**src/rtl/sinc_pkg.sv**
```systemverilog
// Shared types for the sinc decimation channel.
package sinc_pkg;

    typedef enum logic [1:0] {
        FT_SINC1 = 2'd0,
        FT_SINC2 = 2'd1,
        FT_FAST  = 2'd2,
        FT_SINC3 = 2'd3
    } ftype_e;

endpackage

```
**src/rtl/sinc_integ.sv**
```systemverilog
// Integrator chain. Three integrators run at the bit rate. Each stage adds its
// input to its accumulator, and stage 0's input is the bit mapped to +1/-1.
// The updated sums are also given out combinationally, so the combs see the
// current bit in the same cycle. Assumes that modulo-2^W wrap is acceptable:
// the comb differences remove it.
module sinc_integ #(
    parameter int ACC_W  = 26,
    parameter int STAGES = 3
) (
    input  logic                    clk,
    input  logic                    rst_n,
    input  logic                    clear,
    input  logic                    step,
    input  logic                    bit_in,
    output logic [STAGES-1:0][ACC_W-1:0] acc_nxt
);

    logic [STAGES-1:0][ACC_W-1:0] acc_q;
    logic [ACC_W-1:0]             x_val;

    // Map the modulator bit to +1 or -1
    assign x_val = bit_in ? ACC_W'(1) : {ACC_W{1'b1}};

    for (genvar k = 0; k < STAGES; k++) begin : g_stage
        if (k == 0) begin : g_first
            assign acc_nxt[k] = acc_q[k] + x_val;
        end else begin : g_rest
            assign acc_nxt[k] = acc_q[k] + acc_nxt[k-1];
        end

        // Update this stage on an accepted bit, clear on restart
        always_ff @(posedge clk) begin
            if (!rst_n || clear) begin
                acc_q[k] <= '0;
            end else if (step) begin
                acc_q[k] <= acc_nxt[k];
            end
        end
    end

    // idle cycles leave the integrator state unchanged
    p_idle_hold_r9: assert property (@(posedge clk) disable iff (!rst_n)
        (!step && !clear) |=> $stable(acc_q));

endmodule

```
**src/rtl/sinc_decim_ctrl.sv**
```systemverilog
// Decimation control. Counts accepted bits modulo OSR, marks each decimation
// point, and tracks how many points have passed since a restart, so that
// outputs are suppressed until the filter window is full. Assumes osr_m1 and
// ftype are stable between restarts.
module sinc_decim_ctrl
    import sinc_pkg::*;
#(
    parameter int CNT_W = 8
) (
    input  logic             clk,
    input  logic             rst_n,
    input  logic             clear,
    input  logic             step,
    input  logic [CNT_W-1:0] osr_m1,
    input  ftype_e           ftype,
    output logic             evt,
    output logic             emit
);

    logic [CNT_W-1:0] cnt_q;
    logic [1:0]       fills_q;
    logic [1:0]       need;

    // Number of decimation points to suppress after a restart
    always_comb begin
        unique case (ftype)
            FT_SINC1: need = 2'd0;
            FT_SINC2: need = 2'd1;
            default:  need = 2'd2;
        endcase
    end

    assign evt  = step && (cnt_q == osr_m1);
    assign emit = evt && (fills_q >= need);

    // Count accepted bits within one decimation period
    always_ff @(posedge clk) begin
        if (!rst_n || clear) begin
            cnt_q <= '0;
        end else if (evt) begin
            cnt_q <= '0;
        end else if (step) begin
            cnt_q <= cnt_q + 1'b1;
        end
    end

    // Count decimation points since restart, saturating
    always_ff @(posedge clk) begin
        if (!rst_n || clear) begin
            fills_q <= '0;
        end else if (evt && fills_q != 2'd3) begin
            fills_q <= fills_q + 1'b1;
        end
    end

    // a restart leaves the bit counter at zero
    p_sync_clears_r4: assert property (@(posedge clk) disable iff (!rst_n)
        clear |=> (cnt_q == '0 && fills_q == '0));

endmodule

```
**src/rtl/sinc_comb.sv**
```systemverilog
// Comb chain. Runs at the decimated rate. It picks the integrator output that
// matches the filter order and subtracts the delayed samples. The fast variant
// uses a delay of two decimated samples in its second comb. Assumes evt
// marks the decimation point and the integrator sums given are the updated ones.
module sinc_comb
    import sinc_pkg::*;
#(
    parameter int ACC_W = 26
) (
    input  logic             clk,
    input  logic             rst_n,
    input  logic             clear,
    input  logic             evt,
    input  ftype_e           ftype,
    input  logic [ACC_W-1:0] i1,
    input  logic [ACC_W-1:0] i2,
    input  logic [ACC_W-1:0] i3,
    output logic [ACC_W-1:0] result
);

    logic [ACC_W-1:0] sel, c1, c2, c3, d2;
    logic [ACC_W-1:0] z1_q, z2_q, z2b_q, z3_q;

    // Pick the integrator stage that matches the filter order
    always_comb begin
        unique case (ftype)
            FT_SINC1:         sel = i1;
            FT_SINC2, FT_FAST: sel = i2;
            default:          sel = i3;
        endcase
    end

    assign d2 = (ftype == FT_FAST) ? z2b_q : z2_q;
    assign c1 = sel - z1_q;
    assign c2 = c1 - d2;
    assign c3 = c2 - z3_q;

    // Pick the comb output that matches the filter order
    always_comb begin
        unique case (ftype)
            FT_SINC1:         result = c1;
            FT_SINC2, FT_FAST: result = c2;
            default:          result = c3;
        endcase
    end

    // Shift the comb delay lines at each decimation point
    always_ff @(posedge clk) begin
        if (!rst_n || clear) begin
            z1_q  <= '0;
            z2_q  <= '0;
            z2b_q <= '0;
            z3_q  <= '0;
        end else if (evt) begin
            z1_q  <= sel;
            z2_q  <= c1;
            z2b_q <= z2_q;
            z3_q  <= c2;
        end
    end

    // comb state moves only at decimation points
    p_comb_hold_r9: assert property (@(posedge clk) disable iff (!rst_n)
        (!evt && !clear) |=> ($stable(z1_q) && $stable(z3_q)));

endmodule

```
**src/rtl/sinc_scale.sv**
```systemverilog
// Output formatting. Wide mode sign-extends the full result to 32 bits.
// Narrow mode shifts the result right arithmetically, saturates it to a signed
// 16-bit value and sign-extends that. Assumes ACC_W is at most 32.
module sinc_scale #(
    parameter int ACC_W = 26,
    parameter int OUT_W = 32,
    parameter int SH_W  = 5
) (
    input  logic [ACC_W-1:0] res,
    input  logic             wide,
    input  logic [SH_W-1:0]  shift,
    output logic [OUT_W-1:0] dout
);

    localparam int NARROW_W = 16;

    logic signed [ACC_W-1:0]    shifted;
    logic signed [NARROW_W-1:0] narrow;

    assign shifted = $signed(res) >>> shift;

    // Saturate the shifted value to the narrow range
    always_comb begin
        if (shifted > $signed(ACC_W'(32767))) begin
            narrow = 16'sh7fff;
        end else if (shifted < -$signed(ACC_W'(32768))) begin
            narrow = -16'sh8000;
        end else begin
            narrow = shifted[NARROW_W-1:0];
        end
    end

    // Pick wide or narrow output format
    assign dout = wide ? OUT_W'($signed(res)) : OUT_W'(narrow);

endmodule

```
**src/rtl/sinc_decim_chan.sv**
```systemverilog
// One sinc decimation channel. Ties together the integrators, the decimation
// control, the combs and the output scaling, and registers the output sample
// and its ready pulse. Assumes ftype and osr_m1 change only together with a
// restart (sync, or en low).
module sinc_decim_chan
    import sinc_pkg::*;
#(
    parameter int ACC_W = 26,
    parameter int CNT_W = 8,
    parameter int SH_W  = 5,
    parameter int OUT_W = 32
) (
    input  logic             clk,
    input  logic             rst_n,
    input  logic             en,
    input  logic             sync,
    input  logic             bit_valid,
    input  logic             bit_in,
    input  logic [1:0]       ftype,
    input  logic [CNT_W-1:0] osr_m1,
    input  logic             wide,
    input  logic [SH_W-1:0]  shift,
    output logic [OUT_W-1:0] data_out,
    output logic             data_rdy
);

    localparam int STAGES = 3;

    logic                          clear, step, evt, emit;
    logic [STAGES-1:0][ACC_W-1:0]  acc_nxt;
    logic [ACC_W-1:0]              result;
    logic [OUT_W-1:0]              scaled;
    ftype_e                        ft;

    assign ft    = ftype_e'(ftype);
    assign clear = sync || !en;
    assign step  = bit_valid && !clear;

    sinc_integ #(.ACC_W(ACC_W), .STAGES(STAGES)) u_integ (
        .clk     (clk),
        .rst_n   (rst_n),
        .clear   (clear),
        .step    (step),
        .bit_in  (bit_in),
        .acc_nxt (acc_nxt)
    );

    sinc_decim_ctrl #(.CNT_W(CNT_W)) u_ctrl (
        .clk    (clk),
        .rst_n  (rst_n),
        .clear  (clear),
        .step   (step),
        .osr_m1 (osr_m1),
        .ftype  (ft),
        .evt    (evt),
        .emit   (emit)
    );

    sinc_comb #(.ACC_W(ACC_W)) u_comb (
        .clk    (clk),
        .rst_n  (rst_n),
        .clear  (clear),
        .evt    (evt),
        .ftype  (ft),
        .i1     (acc_nxt[0]),
        .i2     (acc_nxt[1]),
        .i3     (acc_nxt[2]),
        .result (result)
    );

    sinc_scale #(.ACC_W(ACC_W), .OUT_W(OUT_W), .SH_W(SH_W)) u_scale (
        .res   (result),
        .wide  (wide),
        .shift (shift),
        .dout  (scaled)
    );

    // Register the sample and its ready pulse
    always_ff @(posedge clk) begin
        if (!rst_n) begin
            data_out <= '0;
            data_rdy <= 1'b0;
        end else begin
            data_rdy <= emit;
            if (emit) begin
                data_out <= scaled;
            end
        end
    end

    // a ready pulse follows an accepted bit
    p_rdy_after_bit_r2: assert property (@(posedge clk) disable iff (!rst_n)
        data_rdy |-> $past(bit_valid && en && !sync));

    // no ready pulse while the channel is disabled
    p_no_rdy_disabled_r5: assert property (@(posedge clk) disable iff (!rst_n)
        !en |=> !data_rdy);

    // output holds between ready pulses
    p_hold_r8: assert property (@(posedge clk) disable iff (!rst_n)
        !data_rdy |-> $stable(data_out));

endmodule

```
**config.mk**
```make
export PLATFORM = sky130hd
export DESIGN_NAME = sinc_decim_chan
export DESIGN_NICKNAME = d
export VERILOG_FILES = /design/src/rtl/sinc_pkg.sv /design/src/rtl/sinc_integ.sv /design/src/rtl/sinc_decim_ctrl.sv /design/src/rtl/sinc_comb.sv /design/src/rtl/sinc_scale.sv /design/src/rtl/sinc_decim_chan.sv
export SDC_FILE = /design/constraint.sdc
export NUM_CORES = 1
export LEC_CHECK = 0
export BUFFER_PORTS_ARGS = -buffer_cell sky130_fd_sc_hd__clkbuf_2
export CAP_MARGIN = 20
export CORE_MARGIN = 4
export CORE_UTILIZATION = 30
export CTS_BUF_LIST = sky130_fd_sc_hd__clkbuf_8
export CTS_CLUSTER_SIZE = 14
export DETAILED_ROUTE_END_ITERATION = 6
export PLACE_DENSITY = 0.47
export SLEW_MARGIN = 30
export SYNTH_ARGS = -nofsm -noshare
export SYNTH_HDL_FRONTEND = slang
export SYNTH_SLANG_ARGS = --single-unit
```
**constraint.sdc**
```tcl
create_clock -name clk -period 12.29 [get_ports clk]
set_input_delay 1.229 -clock clk [delete_from_list [all_inputs] [get_ports clk]]
set_output_delay 1.229 -clock clk [all_outputs]
set_load 0.005 [all_outputs]
```
Word level (Yosys, flattened, before mapping)
Index checks and enable logic that the tools add are counted.

operators by class
  add/sub/neg operators = 8
  order comparisons = 3
  eq/ne operators = 4
  shifts and indexed selects = 1
  muxes and demuxes = 8
  reduce and logical (&&, ||, !) cells = 12

operators by type and width
  operator              number
  $pmux 26 s2           2
  $add 26x26->26        3
  $sub 26x26->26        3
  $mux 26               2
  $mux 16               2
  $mux 32               1
  $gt 26x16->1 const B  1
  $lt 26x16->1 const B  1
  $sshr 26x5->26        1
  $add 8x1->8 const B   1
  $eq 8x8->1            1
  $logic_and 1x1->1     4
  $pmux 2 s2            1
  $reduce_or 2->1       2
  $logic_not 1->1       3
  $add 2x1->2 const B   1
  $eq 2x1->1 const B    1
  $eq 2x2->1 const B    1
  $ge 2x2->1            1
  $logic_not 2->1       1
  $logic_or 1x1->1      2
  $ne 2x2->1 const B    1

word-level totals
  register bits after elaboration = 225
  input port bits = 22
  output and inout bits = 33
  logic and storage cells = 47

Depth between registers and ports, before layout
Gate-level depths: netlist of run 1.

  depth in word-level cells = 14
  gate-level depth with buffers = 60
  mapped depth without buffers = 58

Modules after synthesis
From an unflattened synthesis of run 1, not the netlist that was laid out.

second synthesis, totals
  cells, all modules = 2282
  area, all modules = 19144.6 µm²

modules (own cells, without submodules)
  module           times used  cells an instance  area each (µm²)  sequential area each (µm²)
  sinc_comb        1           1127               8982.4           2082.0
  sinc_integ       1           734                6259.8           1561.5
  sinc_scale       1           243                1999.4           0.0
  sinc_decim_chan  1           108                1283.7           660.6
  sinc_decim_ctrl  1           70                 619.3            200.2

Least setup slack after synthesis of run 1
Ideal clock, no wire load.

  path type = input-to-reg
  start point = input port bit_in
  end point = register data_out[8]
  setup time = 125 ps
  data arrival time = 11999 ps
  required time = 12165 ps
  setup slack = 166 ps
  stages = 57
  buffers on the path = 2
  path through = inv_1 -> ha_1 -> nor2b_1 -> o21ai_0 -> a21boi_0 -> o21ai_0 -> a21boi_0 -> o21ai_0 -> a21boi_0 -> o21ai_0 -> a21oi_1 -> a21o_1 -> a21oi_1 -> xnor2_1 -> ha_1 -> and3_1 -> a211o_1 -> a21oi_1 -> [... 21 more ...] -> a32o_2 -> a2111o_1 -> nor2_1 -> ha_1 -> o21ai_0 -> a31oi_1 -> o21ai_0 -> nand2b_1 -> xnor2_1 -> xnor2_1 -> xnor3_1 -> a32oi_1 -> o211ai_1 -> nor4b_1 -> a311oi_2 -> buf_6 -> o21ai_1 -> nand3_1

RTL lines
  element                 RTL line               text
  start: declaration      sinc_decim_chan.sv:18  input logic bit_in,
  end signal: assignment  sinc_decim_chan.sv:86  data_out <= scaled;
  end: declaration        sinc_decim_chan.sv:23  output logic [OUT_W-1:0] data_out,

==> results of run 1 <==
==> power by group <==
part | switching, mW | total (mW) | leakage [nW] | internal [mW]
sequential | 0.00484 | 0.723 | 1.77 | 0.718
clock | 0.366 | 0.776 | 0.522 | 0.411
combinational | 1.58 | 2.99 | 6.97 | 1.42
total | 1.95 | 4.49 | 9.26 | 2.55
==> metal layers <==
layer / global-route usage (%) / wire (µm) / vias to the layer above
met5: 0 / 13 / -
met4: 4.71 / 1270 / 2
met3: 2.73 / 2920 / 89
met2: 28.5 / 26600 / 378
met1: 24.8 / 29000 / 8666
li1: - / - / 9168
==> critical path: cells and delay by family <==
kind	cells	cell delay (ps)
compound gates	25	4840
fa+ha+maj	6	2010
mux	1	530
simple gates	11	1600
buf+inv	6	990
xor+xnor	5	830
==> cell usage after synthesis (7+ instances only) <==
library cell,count
a211oi_1,28
a21boi_0,11
a21o_1,53
a21oi_1,257
a221o_1,11
a221oi_1,25
a22oi_1,15
a31oi_1,25
a32oi_1,7
a41oi_1,7
and2_1,13
and3_1,14
buf_1,14
buf_2,10
buf_4,12
clkbuf_1,95
dfxtp_1,219
ha_1,157
inv_1,114
mux2_2,10
mux2i_1,48
mux4_2,10
nand2_1,335
nand2b_1,18
nand3_1,39
nand4_1,10
nor2_1,165
nor2b_1,26
nor3_1,35
o211ai_1,18
o21a_1,34
o21ai_0,124
o21ai_1,20
o21bai_1,14
o221a_2,59
o31a_1,8
o31ai_1,17
or2_2,8
or3_1,10
xnor2_1,89
xor2_1,46
==> sequential cells by signal, summed over array words and instances (netlist names) <==
name and count:
u_comb.z2_q 26, u_comb.z1_q 26, data_rdy 1, u_ctrl.fills_q 2, u_integ.acc_q 78, u_comb.z3_q 26
u_ctrl.cnt_q 8, data_out 26, u_comb.z2b_q 26
==> per-stage QoR <==
stage               area (µm²)  setup TNS (ps)
floorplan                18400               0
global placement         21500           -4360
detailed placement       21500           -5610
CTS                      22400               0
global route             22500           -22.5
finish                   22500               0
==> cell usage in the layout, fill, tap and decap left out, types with 12 or more instances in the layout <==
cell	synthesis	layout
and3_1	14	14
o211ai_1	18	18
o21ai_1	20	26
nor2b_1	26	24
ha_1	157	154
nand2_1	335	333
o221a_2	59	59
clkbuf_8	0	56
and2_1	13	12
inv_1	114	130
a31oi_1	25	23
a21o_1	53	53
nor3_1	35	33
a211oi_1	28	26
o21bai_1	14	14
o31ai_1	17	17
a22oi_1	15	15
nand2b_1	18	18
mux2i_1	48	48
buf_4	12	320
o21a_1	34	34
clkbuf_2	0	54
dfxtp_1	219	219
xor2_1	46	45
nor2_1	165	164
nand3_1	39	39
a221oi_1	25	25
o21ai_0	124	117
a21oi_1	257	255
xnor2_1	89	85
==> layout make-up <==
cell class	count	area, µm²	area share (%)
multi-input combinational	1883	13100	58.3
clock inverter	24	119	0.527
sequential	219	4380	19.4
antenna	2	5.00	0.0222
inverter	115	432	1.91
tap	782	978	4.34
clock buffer	56	771	3.42
timing repair buffer	377	2720	12.1
==> what timing repair did <==
item,CTS,global route
endpoints found under the setup margin,0,24
hold endpoints to repair,0,0
setup buffers,0,1
gates resized for setup,0,36
==> cells by family after synthesis <==
logic type	share of synthesized area [%]
mux	4.53
compound gates	31.1
xor+xnor	6.85
flops	23.9
simple gates	16.8
buf+inv	5.52
fa+ha+maj	11.3
==> final timing paths <==
path,slack (ps),to,cells after the start
setup / recovery,750,data_out[2]$_SDFFE_PN0P_,54
hold / removal,450,u_comb.z2b_q[4]$_SDFFE_PP0P_,2
setup reg to reg,930,data_out[2]$_SDFFE_PN0P_,54
hold reg to reg,450,u_comb.z2b_q[4]$_SDFFE_PP0P_,2
==> flow_summary.ini, run 1 <==
[pwr]
p_leak_nw = 9.26
peakVddDrop_mv = 0.0976
powerDensity_nw_per_um2 = 199
power.total_mw = 4.49

[hold_path]
min_path_type = flip-flop to flip-flop
hp-start = u_comb.z2b_q[4]$_SDFFE_PP0P_

[logic_synthesis]
syn_nets = 2536
synth_edf_count = 0
synth_top_flop_cell = dfxtp_1
synth.yosys.seq_area_share_pct = 23.9
synthTopCellsByArea = dfxtp_1 (24%), ha_1 (11%), a21oi_1 (7.0%)
synth_area_leader_cell = dfxtp_1
ys_ff_latch = 219
synthCells = 2351
synth_cell_types = 100
avgSynthCellArea_um2 = 7.82
yosysWarnings = 0
syn_area_um2 = 18400
async_flop_share_pct = 0
yosysTopAreaCellShare_pct = 23.9

[timing]
fin_crit_ps = 11540
drv_slew = 0
whs_ps = 450
final_hold_viol_count = 0
fmax_mhz = 86.7
fin_ws_ps = 750
slew_headroom_pct = 36.5
fin_crit_sh_pct = 93.9
skew_ps = 52.1
worst_slew_pin_slew_ps = 953
setup_viol = 0

[critical_path]
slowest_delay_ps = 530
cp_max_fo = 12
crit_path_start_kind = primary input
critPathSlowestCell = mux4_2
critPathKind = primary input to flip-flop
worstReg2RegStart = u_integ.acc_q[0]$_SDFFE_PP0P_
cp-end-kind = flip-flop
path_common_cell = buf_4
crit_path_start = bit_in
critPathRequiredTime_ps = 12800
crit_arrival_ps = 12050

[cts]
cts_hold_buffers = 0
cts_sinks = 219
cts_buffers = 46
tritoncts = done
h-tree-depth = 2
clk_latency_ps = 650
cts_buffer_depth = 3
cts_root_buffer = clkbuf_8
clkTransAtPathRegs_ps = 60

[global_route]
grt_pass1_vias = 17800
gr-total-overflow = 0
grt_pass1_wl_um = 96100
antenna_found_initial = 4
grt.total_usage_pct = 17.7
grt_max_degree = 81

[die]
fp-row-count = 90
die_h_um = 256
die_w_um = 256
ios = 55
core_um2 = 60500
initial_core_util_pct = 30.4
die_area_um2 = 65300

[routing]
routedWlPerCell_um = 17.3
vias = 18300
drc = 0
drtPass1Iterations = 5
viasPerCell = 5.29
drtIter0Drc = 1040
routed_wirelength_um = 59800
antenna_left = 0

[place]
dpl.cell_count = 3375
gp_congestion = 0.877
hpwl_um = 44100
port_buffers = 54
detailedPlace.worstSlack_ps = -404

[status]
status = completed

[final_layout]
final_core_util_pct = 37.3
drive_above_1_share_pct = 22.3
nFillCells = 6271
final_cells = 3458
final_nets = 2827
area_growth_syn_to_layout_pct = 22.7

[flow_run]
maxCapViolations = 0
(Power assumes the default switching activity.)
==> run 2, diff against run 1 <==
Settings changed: REMOVE_ABC_BUFFERS from default to 1.
==> run 2 against run 1 <==
Against the previous run: register-to-register slack worse by 30 ps; global-route usage barely moved; sequential cell count is the same; sequential share of layout area decreased by 0.25 points; non-clock buffer count is 25 higher; largest cell class unchanged.
==> flow_summary.ini, run 2 (same netlist as run 1, synthesis figures left out) <==
[place]
gp_congestion = 0.908
port_buffers = 54
dpl.cell_count = 3400
detailedPlace.worstSlack_ps = -478
hpwl_um = 43600
placed_area_um2 = 21700

[pwr]
p_seq_share_pct = 15.7
power.share.combinational_pct = 66.4
switching_share_pct = 42.3
p_leak_nw = 9.42
internal_power_mw = 2.65
peakVddDrop_mv = 0.128
power.total_mw = 4.60
clkPwrFrac_pct = 17.8
p_sw_mw = 1.95
powerDensity_nw_per_um2 = 201

[critical_path]
crit_end = data_out[8]$_SDFFE_PN0P_
slowest_delay_ps = 410
critPathSlowestCell = ha_1
critPathRequiredTime_ps = 12840
critPathKind = primary input to flip-flop
cp_max_fo = 20
crit_buf_inv = 10
crit_path_start = bit_in
crit_arrival_ps = 12130
cp-end-kind = flip-flop
path_common_cell = ha_1
worstReg2RegStart = u_integ.acc_q[0]$_SDFFE_PP0P_
cp_top_family = compound AO/OA/AOI/OAI gates
crit_path_start_kind = primary input
path_depth = 58
r2r-end = data_out[8]$_SDFFE_PN0P_
reg2reg_slack_ps = 900
rr_worst_depth = 59

[die]
ios = 55
die_h_um = 256
core_um2 = 60500
fp-row-count = 90
die_area_um2 = 65300
initial_core_util_pct = 30.4
die_w_um = 256

[cts]
h-tree-depth = 2
cts_buffer_depth = 3
cts_sinks = 219
cts_root_buffer = clkbuf_8
clk_latency_ps = 630
cts_buffers = 46
tritoncts = done
clkTransAtPathRegs_ps = 50

[routing]
viasPerCell = 5.27
antenna_left = 0
routedWlPerCell_um = 17.1
vias = 18400
drtPass1Iterations = 5
routed_wirelength_um = 59400
drc = 0
drtIter0Drc = 955

[global_route]
grt_pass1_wl_um = 96600
grt_pass1_vias = 18500
grt_max_degree = 79
antenna_found_initial = 1
gr-total-overflow = 0
grt.total_usage_pct = 17.7

[timing]
fmax_mhz = 86.4
slew_headroom_pct = 37.0
whs_ps = 449
worst_slew_pin_slew_ps = 944
fin_crit_sh_pct = 94.2
final_hold_viol_count = 0
fin_ws_ps = 717
setup_tns_ps = 0
fin_crit_ps = 11570
drv_slew = 0
skew_ps = 33.6
setup_viol = 0

[hold_path]
min_path_type = flip-flop to flip-flop

[final_layout]
final_cells = 3484
layout_commonest_cell = buf_4
largest_reg_flops = 78
nFillCells = 6226
area_growth_syn_to_layout_pct = 24.3
design_area_um2 = 22800
final_core_util_pct = 37.8
final_nets = 2852
largest-register = u_integ.acc_q
layout_common_cells = buf_4 (344), nand2_1 (333), a21oi_1 (253)
drive_above_1_share_pct = 23.3

[flow_run]
maxCapViolations = 0

[status]
status = completed
-- run 2: changes by cell type in the layout (fill, tap and decap cells not counted), sizes merged --
cell      previous run  this run
clkinvlp             1         0
clkbuf             110       111
diode                2         1
bufinv               0         2
buf                323       348
-- run 2: area by class of cell --
class | instances | area [µm²] | share of cell area [%]
multi-input combinational | 1883 | 13200 | 57.7
sequential | 219 | 4380 | 19.2
timing repair buffer | 402 | 2920 | 12.8
tap | 782 | 978 | 4.28
clock buffer | 57 | 785 | 3.43
inverter | 115 | 432 | 1.89
clock inverter | 25 | 163 | 0.712
antenna | 1 | 2.50 | 0.0110
-- run 2: worst reg2reg max path, delay by kind of cell, from the launching register on --
kind	cells	cell delay, ps
AO/OA/AOI/OAI	30	5330
XOR/XNOR	5	850
adder cells (fa/ha/maj)	6	2000
buffers and inverters	6	860
flip-flops	1	410
multiplexers	1	300
AND/OR/NAND/NOR	11	1560
-- run 2: how the worst min path moves through the flow --
stage | startpoint | to | slack (ps) | depth (start not counted)
detailed placement | u_comb.z3_q[13]$_SDFFE_PP0P_ | u_comb.z3_q[13]$_SDFFE_PP0P_ | 440 | 2
global placement | u_comb.z2b_q[0]$_SDFFE_PP0P_ | u_comb.z2b_q[0]$_SDFFE_PP0P_ | 440 | 2
global route | u_comb.z2b_q[6]$_SDFFE_PP0P_ | u_comb.z2b_q[6]$_SDFFE_PP0P_ | 470 | 2
finish | u_comb.z2b_q[19]$_SDFFE_PP0P_ | u_comb.z2b_q[19]$_SDFFE_PP0P_ | 450 | 2
CTS | u_comb.z3_q[13]$_SDFFE_PP0P_ | u_comb.z3_q[13]$_SDFFE_PP0P_ | 450 | 2
floorplan | u_comb.z2b_q[0]$_SDFFE_PP0P_ | u_comb.z2b_q[0]$_SDFFE_PP0P_ | 430 | 2
-- run 2: timing repair --
item                                    in CTS  in global routing
hold buffers                                 0                  0
endpoints found under the setup margin       0                 24
resized for setup                            0                 49
setup buffers                                0                  1
-- run 2: routing by layer --
layer	wire length [µm]	vias to the layer above	part of all wire (%)	GRT usage (%)
li1	-	9219	-	-
met1	28300	8748	48	23.5
met2	27500	325	46	30.1
met3	2080	82	3.5	2.12
met4	1540	0	2.6	5.45
met5	0	-	0	0
-- run 2: power by group through the flow --
stage / Combinational, mW / Clock (mW) / Sequential [mW]
2_1_floorplan: 1.75 / 0 / 0.736
3_3_place_gp: 2.97 / 0 / 0.738
3_5_place_dp: 2.99 / 0 / 0.738
4_1_cts: 3.01 / 0.860 / 0.723
5_1_grt: 3.36 / 0.889 / 0.723
6_report: 3.05 / 0.820 / 0.723
